## src/rtl/ufc_pkg.sv

```systemverilog
package ufc_pkg;

    localparam int MARK_W = 4;

    typedef enum logic [1:0] {
        TX_IDLE,
        TX_START,
        TX_DATA,
        TX_STOP
    } tx_state_e;

    typedef enum logic [1:0] {
        RX_IDLE,
        RX_START,
        RX_DATA,
        RX_STOP
    } rx_state_e;

    // Control word: first field is the most significant.
    typedef struct packed {
        logic [MARK_W-1:0] mark;
        logic              sw_req;
        logic              rts_auto;
        logic              cts_gate;
    } ctrl_t;

endpackage

```

## src/rtl/ufc_fifo.sv

```systemverilog
module ufc_fifo #(
    parameter int WIDTH = 8,
    parameter int DEPTH = 16
) (
    input  logic                       clk,
    input  logic                       rst_n,
    input  logic                       wr,
    input  logic [WIDTH-1:0]           din,
    input  logic                       rd,
    output logic [WIDTH-1:0]           dout,
    output logic [$clog2(DEPTH):0]     level
);
    localparam int AW = $clog2(DEPTH);
    localparam int LW = AW + 1;

    logic [WIDTH-1:0] mem [DEPTH];
    logic [AW-1:0]    wptr;
    logic [AW-1:0]    rptr;
    logic             full;
    logic             empty;
    logic             wr_ok;
    logic             rd_ok;

    assign full  = (level == LW'(DEPTH));
    assign empty = (level == '0);
    assign wr_ok = wr && !full;
    assign rd_ok = rd && !empty;
    assign dout  = mem[rptr];

    always_ff @(posedge clk) begin
        if (wr_ok) begin
            mem[wptr] <= din;
        end
    end

    always_ff @(posedge clk or negedge rst_n) begin
        if (!rst_n) begin
            wptr  <= '0;
            rptr  <= '0;
            level <= '0;
        end else begin
            if (wr_ok) begin
                wptr <= wptr + 1'b1;
            end
            if (rd_ok) begin
                rptr <= rptr + 1'b1;
            end
            unique case ({wr_ok, rd_ok})
                2'b10:   level <= level + 1'b1;
                2'b01:   level <= level - 1'b1;
                default: level <= level;
            endcase
        end
    end

    // a write into a full FIFO without a read leaves it full.
    p_full_holds_r10: assert property (@(posedge clk) disable iff (!rst_n)
        (full && wr && !rd) |=> (level == LW'(DEPTH)));

endmodule

```

## src/rtl/ufc_tx.sv

```systemverilog
module ufc_tx
    import ufc_pkg::*;
#(
    parameter int OVS    = 16,
    parameter int DATA_W = 8
) (
    input  logic              clk,
    input  logic              rst_n,
    input  logic              tick,
    input  logic              cts_gate,
    input  logic              cts_n,
    input  logic              fifo_empty,
    input  logic [DATA_W-1:0] fifo_data,
    output logic              fifo_pop,
    output logic              txd
);
    localparam int OW = $clog2(OVS);
    localparam int BW = $clog2(DATA_W);
    localparam logic [OW-1:0] OS_LAST  = OW'(OVS - 1);
    localparam logic [BW-1:0] BIT_LAST = BW'(DATA_W - 1);

    tx_state_e         state;
    logic [OW-1:0]     os;
    logic [BW-1:0]     bitn;
    logic [DATA_W-1:0] shreg;
    logic              cts_meta;
    logic              cts_sync;
    logic              bit_end;
    logic              go;

    assign bit_end = tick && (os == OS_LAST);
    assign go      = !fifo_empty && (!cts_gate || !cts_sync);

    always_ff @(posedge clk or negedge rst_n) begin
        if (!rst_n) begin
            state    <= TX_IDLE;
            os       <= '0;
            bitn     <= '0;
            shreg    <= '0;
            cts_meta <= 1'b1;
            cts_sync <= 1'b1;
        end else begin
            cts_meta <= cts_n;
            cts_sync <= cts_meta;
            if (state != TX_IDLE && tick) begin
                os <= bit_end ? '0 : os + 1'b1;
            end
            unique case (state)
                TX_IDLE: begin
                    if (fifo_pop) begin
                        shreg <= fifo_data;
                        os    <= '0;
                        state <= TX_START;
                    end
                end
                TX_START: begin
                    if (bit_end) begin
                        bitn  <= '0;
                        state <= TX_DATA;
                    end
                end
                TX_DATA: begin
                    if (bit_end) begin
                        shreg <= shreg >> 1;
                        if (bitn == BIT_LAST) begin
                            state <= TX_STOP;
                        end else begin
                            bitn <= bitn + 1'b1;
                        end
                    end
                end
                TX_STOP: begin
                    if (bit_end) begin
                        state <= TX_IDLE;
                    end
                end
            endcase
        end
    end

    always_comb begin
        fifo_pop = 1'b0;
        txd      = 1'b1;
        unique case (state)
            TX_IDLE:  fifo_pop = go;
            TX_START: txd      = 1'b0;
            TX_DATA:  txd      = shreg[0];
            TX_STOP:  txd      = 1'b1;
        endcase
    end

    // while gated and the synchronised pin is high, no character starts.
    p_cts_hold_r3: assert property (@(posedge clk) disable iff (!rst_n)
        (state == TX_IDLE && cts_gate && cts_sync) |=> (state == TX_IDLE));

    // a character in its data bits is never abandoned.
    p_no_abort_r4: assert property (@(posedge clk) disable iff (!rst_n)
        (state == TX_DATA) |=> (state == TX_DATA || state == TX_STOP));

    // the stop bit always leads back to idle.
    p_stop_to_idle_r1: assert property (@(posedge clk) disable iff (!rst_n)
        (state == TX_STOP && bit_end) |=> (state == TX_IDLE));

endmodule

```

## src/rtl/ufc_rx.sv

```systemverilog
module ufc_rx
    import ufc_pkg::*;
#(
    parameter int OVS    = 16,
    parameter int DATA_W = 8
) (
    input  logic              clk,
    input  logic              rst_n,
    input  logic              tick,
    input  logic              rxd,
    output logic              push,
    output logic [DATA_W:0]   push_data
);
    localparam int OW = $clog2(OVS);
    localparam int BW = $clog2(DATA_W);
    localparam logic [OW-1:0] OS_LAST  = OW'(OVS - 1);
    localparam logic [OW-1:0] OS_MID   = OW'(OVS / 2 - 1);
    localparam logic [BW-1:0] BIT_LAST = BW'(DATA_W - 1);

    rx_state_e         state;
    logic [OW-1:0]     os;
    logic [BW-1:0]     bitn;
    logic [DATA_W-1:0] shreg;
    logic              rx_meta;
    logic              rx_sync;
    logic              rx_prev;
    logic              bit_end;
    logic              fall;

    assign bit_end = tick && (os == OS_LAST);
    assign fall    = rx_prev && !rx_sync;

    always_ff @(posedge clk or negedge rst_n) begin
        if (!rst_n) begin
            state   <= RX_IDLE;
            os      <= '0;
            bitn    <= '0;
            shreg   <= '0;
            rx_meta <= 1'b1;
            rx_sync <= 1'b1;
            rx_prev <= 1'b1;
        end else begin
            rx_meta <= rxd;
            rx_sync <= rx_meta;
            rx_prev <= rx_sync;
            unique case (state)
                RX_IDLE: begin
                    if (fall) begin
                        os    <= '0;
                        state <= RX_START;
                    end
                end
                RX_START: begin
                    if (tick) begin
                        if (os == OS_MID) begin
                            os   <= '0;
                            bitn <= '0;
                            state <= rx_sync ? RX_IDLE : RX_DATA;
                        end else begin
                            os <= os + 1'b1;
                        end
                    end
                end
                RX_DATA: begin
                    if (tick) begin
                        os <= bit_end ? '0 : os + 1'b1;
                    end
                    if (bit_end) begin
                        shreg <= {rx_sync, shreg[DATA_W-1:1]};
                        if (bitn == BIT_LAST) begin
                            state <= RX_STOP;
                        end else begin
                            bitn <= bitn + 1'b1;
                        end
                    end
                end
                RX_STOP: begin
                    if (tick) begin
                        os <= bit_end ? '0 : os + 1'b1;
                    end
                    if (bit_end) begin
                        state <= RX_IDLE;
                    end
                end
            endcase
        end
    end

    always_comb begin
        push      = 1'b0;
        push_data = {!rx_sync, shreg};
        unique case (state)
            RX_IDLE, RX_START, RX_DATA: push = 1'b0;
            RX_STOP:                    push = bit_end;
        endcase
    end

    // data bits are followed only by more data bits or the stop bit.
    p_data_order_r2: assert property (@(posedge clk) disable iff (!rst_n)
        (state == RX_DATA) |=> (state == RX_DATA || state == RX_STOP));

    // a stored byte, good or bad stop bit, returns the receiver to idle.
    p_push_then_idle_r9: assert property (@(posedge clk) disable iff (!rst_n)
        push |=> (state == RX_IDLE));

endmodule

```

## src/rtl/uart_flowctl.sv

```systemverilog
module uart_flowctl
    import ufc_pkg::*;
#(
    parameter int CLK_DIV = 27,
    parameter int OVS     = 16,
    parameter int DATA_W  = 8,
    parameter int DEPTH   = 16
) (
    input  logic                    clk,
    input  logic                    rst_n,
    input  logic                    tx_push,
    input  logic [DATA_W-1:0]       tx_byte,
    output logic                    tx_full,
    input  logic                    ctrl_wr,
    input  logic [MARK_W+2:0]       ctrl_data,
    input  logic                    rd_en,
    output logic [DATA_W-1:0]       rx_data,
    output logic                    rx_ferr,
    output logic [$clog2(DEPTH):0]  rx_level,
    output logic                    overrun,
    output logic                    txd,
    input  logic                    rxd,
    output logic                    rts_n,
    input  logic                    cts_n
);
    localparam int LW = $clog2(DEPTH) + 1;

    ctrl_t             ctrl;
    logic              tick;
    logic [LW-1:0]     tx_level;
    logic [DATA_W-1:0] tx_head;
    logic              tx_pop;
    logic              rx_push;
    logic [DATA_W:0]   rx_word;
    logic [DATA_W:0]   rx_head;
    logic              rx_full;

    generate
        if (CLK_DIV <= 1) begin : g_tick_every
            assign tick = 1'b1;
        end else begin : g_tick_div
            localparam int DCW = $clog2(CLK_DIV);
            logic [DCW-1:0] dcnt;
            always_ff @(posedge clk or negedge rst_n) begin
                if (!rst_n) begin
                    dcnt <= '0;
                end else if (dcnt == DCW'(CLK_DIV - 1)) begin
                    dcnt <= '0;
                end else begin
                    dcnt <= dcnt + 1'b1;
                end
            end
            assign tick = (dcnt == DCW'(CLK_DIV - 1));
        end
    endgenerate

    always_ff @(posedge clk or negedge rst_n) begin
        if (!rst_n) begin
            ctrl    <= '0;
            overrun <= 1'b0;
        end else begin
            if (ctrl_wr) begin
                ctrl <= ctrl_t'(ctrl_data);
            end
            if (rx_push && rx_full) begin
                overrun <= 1'b1;
            end
        end
    end

    ufc_fifo #(.WIDTH(DATA_W), .DEPTH(DEPTH)) u_tx_fifo (
        .clk   (clk),
        .rst_n (rst_n),
        .wr    (tx_push),
        .din   (tx_byte),
        .rd    (tx_pop),
        .dout  (tx_head),
        .level (tx_level)
    );

    ufc_tx #(.OVS(OVS), .DATA_W(DATA_W)) u_tx (
        .clk        (clk),
        .rst_n      (rst_n),
        .tick       (tick),
        .cts_gate   (ctrl.cts_gate),
        .cts_n      (cts_n),
        .fifo_empty (tx_level == '0),
        .fifo_data  (tx_head),
        .fifo_pop   (tx_pop),
        .txd        (txd)
    );

    ufc_rx #(.OVS(OVS), .DATA_W(DATA_W)) u_rx (
        .clk       (clk),
        .rst_n     (rst_n),
        .tick      (tick),
        .rxd       (rxd),
        .push      (rx_push),
        .push_data (rx_word)
    );

    ufc_fifo #(.WIDTH(DATA_W + 1), .DEPTH(DEPTH)) u_rx_fifo (
        .clk   (clk),
        .rst_n (rst_n),
        .wr    (rx_push),
        .din   (rx_word),
        .rd    (rd_en),
        .dout  (rx_head),
        .level (rx_level)
    );

    always_comb begin
        tx_full = (tx_level == LW'(DEPTH));
        rx_full = (rx_level == LW'(DEPTH));
        rx_data = rx_head[DATA_W-1:0];
        rx_ferr = rx_head[DATA_W];
        if (ctrl.rts_auto) begin
            rts_n = (rx_level >= LW'(ctrl.mark));
        end else begin
            rts_n = !ctrl.sw_req;
        end
    end

    // under automation, with level and watermark steady, the pin is steady
    // whatever the software request bit does.
    p_rts_sw_ignored_r7: assert property (@(posedge clk) disable iff (!rst_n)
        (ctrl.rts_auto && $past(ctrl.rts_auto) && $stable(ctrl.mark) && $stable(rx_level))
        |-> $stable(rts_n));

    // the overrun flag never clears on its own.
    p_overrun_sticky_r10: assert property (@(posedge clk) disable iff (!rst_n)
        overrun |=> overrun);

endmodule

```

## config.mk

```make
export PLATFORM = sky130hd
export DESIGN_NAME = uart_flowctl
export DESIGN_NICKNAME = d
export VERILOG_FILES = /design/src/rtl/ufc_pkg.sv /design/src/rtl/ufc_fifo.sv /design/src/rtl/ufc_tx.sv /design/src/rtl/ufc_rx.sv /design/src/rtl/uart_flowctl.sv
export SDC_FILE = /design/constraint.sdc
export NUM_CORES = 1
export LEC_CHECK = 0
export ABC_AREA = 0
export BUFFER_PORTS_ARGS = -buffer_cell sky130_fd_sc_hd__buf_2
export CAP_MARGIN = 30
export CORE_UTILIZATION = 40
export DETAILED_ROUTE_END_ITERATION = 8
export GPL_ROUTABILITY_DRIVEN = 1
export PLACE_DENSITY = 0.52
export SLEW_MARGIN = 20
export SYNTH_ARGS = -nofsm -noshare
export SYNTH_HDL_FRONTEND = slang
export SYNTH_SLANG_ARGS = --single-unit
```

## constraint.sdc

```tcl
create_clock -name clk -period 4.2 [get_ports clk]
set_input_delay 0.21 -clock clk [delete_from_list [all_inputs] [get_ports clk]]
set_output_delay 0.21 -clock clk [all_outputs]
set_load 0.02 [all_outputs]
```

==> results of run 1 <==
[state kept, by name (all words and copies together) (netlist names), 2 cells and up, named ones only]
| signal | cells |
|---|---|
| u_rx_fifo.mem | 144 |
| u_tx_fifo.mem | 128 |
| u_rx.shreg | 8 |
| u_tx.shreg | 8 |
| ctrl | 7 |
| g_tick_div.dcnt | 5 |
| u_rx_fifo.level | 5 |
| u_tx_fifo.level | 5 |
| u_rx.os | 4 |
| u_rx_fifo.rptr | 4 |
| u_rx_fifo.wptr | 4 |
| u_tx.os | 4 |
| u_tx_fifo.rptr | 4 |
| u_tx_fifo.wptr | 4 |
| u_rx.bitn | 3 |
| u_tx.bitn | 3 |
| u_tx.state | 2 |
[area by class of cell]
| type | instances | share of cell area (%) |
|---|---|---|
| clock inverter | 20 | 1.88 |
| sequential | 350 | 60.7 |
| inverter | 24 | 0.540 |
| clock buffer | 52 | 6.26 |
| tap | 461 | 3.46 |
| multi-input combinational | 423 | 24.0 |
| timing repair buffer | 75 | 3.12 |
[kinds of logic (layout without fill, tap and decap cells)]
kind of cell / count (synthesis) / count (layout) / share of synthesized area (%)
simple gates: 139 / 139 / 4.45
buf+inv: 65 / 171 / 2.12
mux: 112 / 112 / 13.5
flops: 350 / 350 / 70.1
xor+xnor: 29 / 29 / 1.76
fa+ha+maj: 34 / 34 / 2.95
compound gates: 109 / 109 / 5.08
[stage by stage]
stage	cells	setup WS (ns)
3_3_place_gp	1316	0.879
3_5_place_dp	1317	0.798
4_1_cts	1402	0.757
6_report	1405	0.799
5_1_grt	1405	0.449
2_1_floorplan	838	1.17
[cells in the mapped netlist, types with 3 or more instances]
cell | instances | area share [%]
buf_6 | 3 | 0.23
dfrtp_1 | 73 | 13
a22o_1 | 10 | 0.61
buf_4 | 4 | 0.21
ha_1 | 34 | 2.9
buf_2 | 7 | 0.24
o21a_1 | 7 | 0.36
o22ai_1 | 9 | 0.39
nand3b_1 | 3 | 0.16
buf_1 | 7 | 0.18
nand4_1 | 4 | 0.17
nor2b_1 | 5 | 0.22
o21ai_0 | 22 | 0.76
xor2_1 | 12 | 0.73
o311ai_0 | 6 | 0.36
nand2b_1 | 8 | 0.35
xnor2_1 | 17 | 1.0
nand3_1 | 5 | 0.17
dfstp_2 | 5 | 0.91
mux2i_1 | 30 | 2.1
mux2_2 | 18 | 1.4
nand2_1 | 43 | 1.1
edfxtp_1 | 272 | 57
mux4_1 | 3 | 0.55
nor2_1 | 48 | 1.2
a31oi_1 | 5 | 0.22
a22oi_1 | 16 | 0.83
a21oi_1 | 18 | 0.62
inv_1 | 24 | 0.62
mux4_2 | 61 | 9.5
nor3_1 | 9 | 0.31
nor4_1 | 3 | 0.13
clkbuf_1 | 19 | 0.49
[final timing paths]
path                                     from             endpoint  slack (ns)  depth (start not counted)
hold / removal                     tx_byte[7]  u_tx_fifo.mem[5][7]        0.06                          1
max in group asynchronous               rst_n    u_tx_fifo.rptr[1]        3.05                          3
setup reg to reg           g_tick_div.dcnt[0]   u_rx_fifo.level[4]        0.80                         14
setup / recovery           g_tick_div.dcnt[0]   u_rx_fifo.level[4]        0.80                         14
min in group asynchronous               rst_n    u_rx_fifo.wptr[2]        0.22                          2
hold reg to reg                  u_rx.rx_meta         u_rx.rx_sync        0.36                          0
[metal layers]
metal  track usage, %  part of all wire [%]  vias to the layer above
met3             2.59                   3.3                       41
met2             24.6                    46                      112
li1                 -                     -                     3421
met5                0                     0                        -
met1             23.4                    49                     3697
met4             4.39                   2.1                        0
[power by group]
part	switching [mW]	internal, mW
Sequential	0.300	3.95
Combinational	0.552	0.489
Clock	1.37	2.20
[critical path, delay by kind of cell (launching register included)]
family                     cells  cell delay (ns)
xor gates and xnor gates       2             0.36
adders and majority gates      3             0.70
buffers and inverters          3             0.24
and+or+nand+nor                2             0.57
DFF                            1             0.40
AOI/OAI and AO/OA              4             1.05
==> reports/qor.yml, run 1 <==
status: "completed"
cts_buffer_depth: 3
worstMarginPinSlew_ns: 0.997
seq_area_frac_synth_pct: 70.1
power_density_nw_per_um2: 531
critPathRequiredTime_ns: 4.65
final_cell_mix: "edfxtp_1, dfrtp_1, mux4_2"
synth_edf_count: 272
port_buffers: 39
initial_core_util_pct: 40.6
wirelength_um: 28400
relSlewSlack_pct: 33.3
grt_pass1_wl_um: 43600
drive_gt1_share_pct: 22.4
synth-seq-cells: 350
max_freq_ghz: 0.294
skew_ns: 0.0284
path_cells: "inv_1, ha_1, nand4b_1, nor3_1, a21boi_2, inv_1, ha_1, xor2_1, ha_1, inv_1, o21ai_0, a21o_1, a221oi_1, xnor2_1"
chipWidth_um: 192
nFillCells: 3062
setup_viol: 0
antenna_found_initial: 0
grt-ovfl-total: 0
dr.first_iter.drc_count: 395
grtUsageTotal_pct: 16.0
maxCapViolations: 0
yosys_warnings: 0
grt_pass1_vias: 7397
viasPerCell: 5.18
multi_input_area_um2: 4010
cts_root_buf: "clkbuf_16"
cpPeakStageDelay_ns: 0.46
critPathArrivalTime_ns: 3.85
register_area_um2: 10100
power.total_mw: 8.86
numClockSinks: 350
dieHeight_um: 192
min_period_ns: 3.40
coreArea_um2: 35600
final_common_cell: "edfxtp_1"
utilization_pct: 46.9
syn_nets: 894
hold_class: "in -> reg"
async_flop_share_pct: 22.3
die_area_um2: 36900
placed_area_um2: 15200
n_antenna_cell: 0
hold-worst-slack_ns: 0.0627
cts_setup_buffers: 0
drtAntennaViolNets: 0
vdd_ir_drop_max_uv: 319
finalSetupTns_ns: 0
end_kind: "flop"
finalNetCount: 969
drtPass1Iterations: 5
fp-row-count: 69
vias: 7271
maxSlewViolCount: 0
synth.avg_cell_area_um2: 17.2
dpl.hpwl_um: 17600
clkSlewWorstSetupHoldPaths_ns: 0.06
design_area_um2: 16700
clkLatencyLatePin_ns: 0.54
path_class: "reg -> reg"
worst_path_max_delay_cell: "a21boi_2"
min_period_over_period_pct: 81.0
startpoint_type: "flop"
hold_viol: 0
netlist_instances: 838
io_pins: 40
numCtsBuffers: 39
hold_buffers: 13
rsz0062_at_grt: "no"
cts_tree: "done"
synth.distinct_cells: 54
wl_per_cell_um: 20.2
h-tree-depth: 2
grt_start_max_net_pins: 45
syn_to_final_growth_pct: 15.5
synth_ff_type: "edfxtp_1"
drc: 0
p_leak_nw: 5.47
crit_fanout: 9
cts_resized: 0
synthesis.area_um2: 14400
routabilityCongestion: 0.752
Power figures use the tool's default switching activity.
==> run 2, diff against run 1 <==
PLACE_DENSITY = 0.54   (was 0.52)
clock period = 3.1 ns   (was 4.2 ns; I/O delays follow)
==> reports/qor.yml, run 2 (synthesis results as in run 1) <==
status: "completed"
cts_root_buf: "clkbuf_16"
max_freq_ghz: 0.357  # +22%
place_ws_ns: 0.278  # -0.520 ns
syn_to_final_growth_pct: 16.3
drtPass1Iterations: 4  # -1
routabilityCongestion: 0.759  # +0.92%
port_buffers: 39  # unchanged
drc: 0  # unchanged
cts_setup_buffers: 0  # unchanged
drive_gt1_share_pct: 24.1  # +1.7 points
final_common_cell: "edfxtp_1"
hold_viol: 0  # unchanged
largest_reg_flops: 144  # unchanged
worstMarginPinSlew_ns: 0.806  # -0.191 ns
n_antenna_cell: 0  # unchanged
path_class: "reg -> reg"
finalNetCount: 999  # +3.1%
nFillCells: 3069  # +0.23%
dr.first_iter.drc_count: 463  # +17%
setup_viol: 0  # unchanged
numCtsBuffers: 38  # -2.6%
antenna_found_initial: 0  # unchanged
startpoint_type: "flop"
power_density_nw_per_um2: 691  # +30%
maxSlewViolCount: 0  # unchanged
multi_input_area_um2: 4020  # +0.12%
reg.largest.list: "u_rx_fifo.mem x144, u_tx_fifo.mem x128"
vias: 7389  # +1.6%
numClockSinks: 350  # unchanged
viasPerCell: 5.16  # -0.36%
drtAntennaViolNets: 0  # unchanged
min_period_over_period_pct: 90.2  # +9.3 points
die_area_um2: 36900  # unchanged
cpPeakStageDelay_ns: 0.40  # -0.06 ns
finalSetupTns_ns: 0  # unchanged
coreArea_um2: 35600  # unchanged
fp-row-count: 69  # unchanged
relSlewSlack_pct: 46.3  # +13 points
grtUsageTotal_pct: 15.8  # -0.12 points
cts_buffer_depth: 3  # unchanged
grt_pass1_wl_um: 43600  # about the same
initial_core_util_pct: 40.6  # unchanged
clkSlewWorstSetupHoldPaths_ns: 0.06  # about the same
dpl.hpwl_um: 18000  # +2.4%
reg2regPathDepth: 14  # unchanged
wirelength_um: 28100  # -1.0%
worst_path_max_delay_cell: "dfrtp_1"
hold_depth: 1  # unchanged
wl_per_cell_um: 19.6  # -3.0%
h-tree-depth: 2  # unchanged
dieHeight_um: 192  # unchanged
crit_fanout: 4  # -5
vdd_ir_drop_max_uv: 571  # +79%
cts_tree: "done"
timing.reg2reg.setup_slack_ns: 0.30  # -0.50 ns
grt_start_max_net_pins: 62  # +38%
skew_ns: 0.0249  # -0.00346 ns
grt-ovfl-total: 0  # unchanged
layout_setup_ws_ns: 0.302  # -0.496 ns
register_area_um2: 10100  # about the same
hold_class: "in -> reg"
rsz0062_at_grt: "no"
clkLatencyLatePin_ns: 0.54  # about the same
path_cells: "inv_1, ha_1, nand4b_1, nor3_2, a21boi_2, inv_1, ha_1, xor2_1, ha_1, inv_1, o21ai_0, a21o_1, a221oi_1, xnor2_1"
min_period_ns: 2.80  # -0.604 ns
critPathRequiredTime_ns: 3.54  # -1.11 ns
final_cell_mix: "edfxtp_1, dfrtp_1, mux4_2"
grt_pass1_vias: 7357  # -0.54%
regMostFlops: "u_rx_fifo.mem"
maxCapViolations: 0  # unchanged
critPathArrivalTime_ns: 3.24  # -0.61 ns
p_leak_nw: 5.57  # +1.8%
io_pins: 40  # unchanged
chipWidth_um: 192  # unchanged
end_kind: "flop"
==> run 2: changes by cell type in the layout (fill, tap and decap cells not counted), moves of 2 or more <==
cell	before	now
dlygate4sd3_1	13	17
buf_12	1	3
clkbuf_8	2	6
bufinv_16	7	1
clkinv_1	4	6
buf_4	22	48
clkinv_8	2	0
==> run 2: path summary, 6_finish.rpt <==
check | endpoint | startpoint
worst max-delay path | u_rx_fifo.level[4] | g_tick_div.dcnt[0]
min in group asynchronous | ctrl[3] | rst_n
worst min-delay path | u_tx_fifo.mem[9][1] | tx_byte[1]
worst max register to register | u_rx_fifo.level[4] | g_tick_div.dcnt[0]
worst min register to register | u_tx.cts_sync | u_tx.cts_meta
max in group asynchronous | u_rx.rx_prev | rst_n
==> run 2: cell type report <==
type	count	share of cell area (%)
Inverter	24	0.536
Clock buffer	55	6.53
Multi-Input combinational cell	423	23.9
Sequential cell	350	60.3
Timing Repair Buffer	106	4.65
Tap cell	461	3.43
Clock inverter	14	0.648
==> run 2: what timing repair did <==
item	in CTS	in global routing
hold buffers	17	0
resized for setup	0	1
setup endpoints to repair	0	1
hold endpoints to repair	81	0
==> run 2: per-stage QoR <==
stage	hold slack [ns]	instances	cell area (µm²)	power, mW	util [%]
2_1_floorplan	-0.141	838	14400	6.84	-
3_3_place_gp	0.260	1347	15400	7.38	43.3
3_5_place_dp	0.262	1347	15400	7.39	43.3
4_1_cts	0.0130	1433	16800	11.8	47.2
5_1_grt	0.0290	1433	16800	12.1	47.2
6_report	0.0361	1433	16800	11.6	47.2
==> run 2: report_power, final <==
group	switching, mW	internal, mW
registers	0.317	5.35
logic	0.851	0.750
clock network	1.78	2.55
==> run 2: metal layers <==
layer	share of wire [%]	wire, µm	vias to the layer above	GRT usage, %
met5	0	0	-	0
met4	2.2	616	0	5.03
met3	3.8	1060	45	2.85
met2	46	12800	128	24.4
met1	48	13600	3725	22.8
li1	-	-	3491	-
==> run 2: worst max-delay path: cells and delay by family, from the launching register on <==
kind	cells	cell delay (ns)
AO/OA/AOI/OAI	4	0.78
XOR/XNOR	2	0.33
adder cells (fa/ha/maj)	3	0.61
buffers and inverters	3	0.20
flip-flops	1	0.40
AND/OR/NAND/NOR	2	0.40
==> run 3, diff against run 2 <==
CORE_UTILIZATION = 35   (was 40)
PLACE_DENSITY = 0.49   (was 0.54)
==> reports/qor.yml, run 3 (synthesis results as in run 1) <==
routabilityCongestion: 0.744  # -2.0%
min_period_over_period_pct: 89.3  # -0.92 points
final_common_cell: "edfxtp_1"
grt-ovfl-total: 0  # unchanged
layout_setup_ws_ns: 0.331  # +0.0285 ns
drtAntennaViolNets: 0  # unchanged
wirelength_um: 29000  # +3.3%
clkSlewWorstSetupHoldPaths_ns: 0.06  # about the same
io_pins: 40  # unchanged
finalSetupTns_ns: 0  # unchanged
regMostFlops: "u_rx_fifo.mem"
timing.reg2reg.setup_slack_ns: 0.33  # +0.03 ns
path_class: "reg -> reg"
vdd_ir_drop_max_uv: 574  # +0.53%
grt_pass1_vias: 7684  # +4.4%
placed_area_um2: 15500  # +0.50%
die_area_um2: 42100  # +14%
clkLatencyLatePin_ns: 0.56  # +0.02 ns
relSlewSlack_pct: 42.4  # -3.8 points
power.total_mw: 11.5  # -0.62%
design_area_um2: 16900  # +0.48%
initial_core_util_pct: 35.5  # -5.2 points
comb_power_share_pct: 13.8  # about the same
dieHeight_um: 205  # +6.8%
reg.largest.list: "u_rx_fifo.mem x144, u_tx_fifo.mem x128"
cts_buffer_depth: 3  # unchanged
grtUsageTotal_pct: 14.6  # -1.3 points
skew_ns: 0.0192  # -0.00571 ns
final_cell_mix: "edfxtp_1, dfrtp_1, mux4_2"
cts_root_buf: "clkbuf_16"
grt_start_max_net_pins: 42  # -32%
finalNetCount: 1003  # +0.40%
numCtsBuffers: 40  # +5.3%
cts_tree: "done"
power_frac_seq_pct: 48.9  # about the same
p_leak_nw: 5.57  # about the same
nFillCells: 3725  # +21%
wl_per_cell_um: 19.2  # -1.9%
hold_viol: 0  # unchanged
hold-worst-slack_ns: 0.0179  # -0.0182 ns
critPathArrivalTime_ns: 3.24  # about the same
violations: "DRC"
port_buffers: 39  # unchanged
status: "finished, violations left"
antenna_found_initial: 0  # unchanged
h-tree-depth: 2  # unchanged
drive_gt1_share_pct: 24.1  # +0.057 points
viasPerCell: 4.90  # -4.9%
maxSlewViolCount: 0  # unchanged
setup_viol: 0  # unchanged
hold_class: "in -> reg"
rsz0062_at_grt: "no"
fp-row-count: 74  # +7.2%
numClockSinks: 350  # unchanged
min_period_ns: 2.77  # -0.0285 ns
sw_frac_of_total_pct: 25.9  # +0.45 points
coreArea_um2: 40700  # +15%
place_ws_ns: 0.113  # -0.165 ns
maxCapViolations: 0  # unchanged
utilization_pct: 41.4  # -5.8 points
drc: 1  # +1
critPathRequiredTime_ns: 3.57  # +0.03 ns
n_antenna_cell: 0  # unchanged
syn_to_final_growth_pct: 16.9
max_freq_ghz: 0.361  # +1.0%
drtPass1Iterations: 7  # +3
grt_pass1_wl_um: 45900  # +5.2%
pwr-share-clk_pct: 37.3  # about the same
worstMarginPinSlew_ns: 0.863  # +0.0574 ns
place_inst: 1418  # +5.3%
internal-power_mw: 8.55  # -1.2%
chipWidth_um: 205  # +6.8%
power_density_nw_per_um2: 683  # -1.1%
dr.first_iter.drc_count: 400  # -14%
fin_cells: 1510  # +5.4%
crit_fanout: 8  # +4
dpl.hpwl_um: 18100  # +0.76%
startpoint_type: "flop"
largest_reg_flops: 144  # unchanged
switchingPower_mw: 2.98  # +1.2%
end_kind: "flop"
vias: 7401  # +0.16%
run 3: changes by cell type in the layout (fill, tap and decap cells not counted), sizes merged:
cell         previous run  this run
bufinv                  1         0
clkbuf                 55        57
clkinv                 10        14
clkinvlp                1         0
dlygate4sd3            17        19
run 3: final cells by class:
| cell class | count | area, µm² | share of cell area (%) |
|---|---|---|---|
| inverter | 24 | 90.1 | 0.534 |
| clock buffer | 57 | 1090 | 6.49 |
| tap | 532 | 666 | 3.94 |
| clock inverter | 16 | 91.3 | 0.541 |
| multi-input combinational | 423 | 4020 | 23.8 |
| sequential | 350 | 10100 | 60.0 |
| timing repair buffer | 108 | 788 | 4.67 |
run 3: timing repair:
action / 4_1_cts / 5_1_grt
resized for setup: 0 / 2
endpoints found under the setup margin: 0 / 1
buffers inserted: 0 / 0
hold buffers: 19 / 0
hold endpoints to repair: 80 / 0
run 3: per-layer routing:
| layer | track usage (%) | vias up | share of wire [%] |
|---|---|---|---|
| met2 | 22.7 | 103 | 46 |
| met3 | 3.02 | 48 | 3.6 |
| met1 | 20.4 | 3763 | 48 |
| met5 | 0 | - | 0 |
| li1 | - | 3487 | - |
| met4 | 4.58 | 0 | 2.2 |
run 3: path summary, 6_finish.rpt:
| path | from | end | depth (start not counted) |
|---|---|---|---|
| hold reg to reg | u_rx.rx_meta | u_rx.rx_sync | 0 |
| min in group asynchronous | rst_n | u_rx_fifo.level[2] | 2 |
| setup reg to reg | g_tick_div.dcnt[0] | u_rx_fifo.level[4] | 14 |
| setup / recovery | g_tick_div.dcnt[0] | u_rx_fifo.level[4] | 14 |
| max in group asynchronous | rst_n | u_tx.cts_meta | 3 |
| hold / removal | tx_byte[2] | u_tx_fifo.mem[7][2] | 1 |
run 3: power by group through the flow:
stage / Combinational (mW) / Clock, mW / Sequential (mW)
2_1_floorplan: 1.24 / 0 / 5.60
3_3_place_gp: 1.61 / 0 / 5.73
3_5_place_dp: 1.62 / 0 / 5.74
4_1_cts: 1.64 / 4.45 / 5.65
5_1_grt: 1.77 / 4.63 / 5.69
6_report: 1.59 / 4.30 / 5.64
run 3: critical path: stages, from the launching register on:
cell      delay (ns)
dfrtp_1         0.40
inv_1           0.07
ha_1            0.17
nand4b_1        0.16
nor3_2          0.20
a21boi_2        0.21
inv_1           0.08
ha_2            0.23
xor2_1          0.18
ha_1            0.22
inv_1           0.05
o21ai_0         0.07
a21o_1          0.18
a221oi_1        0.32
xnor2_1         0.15
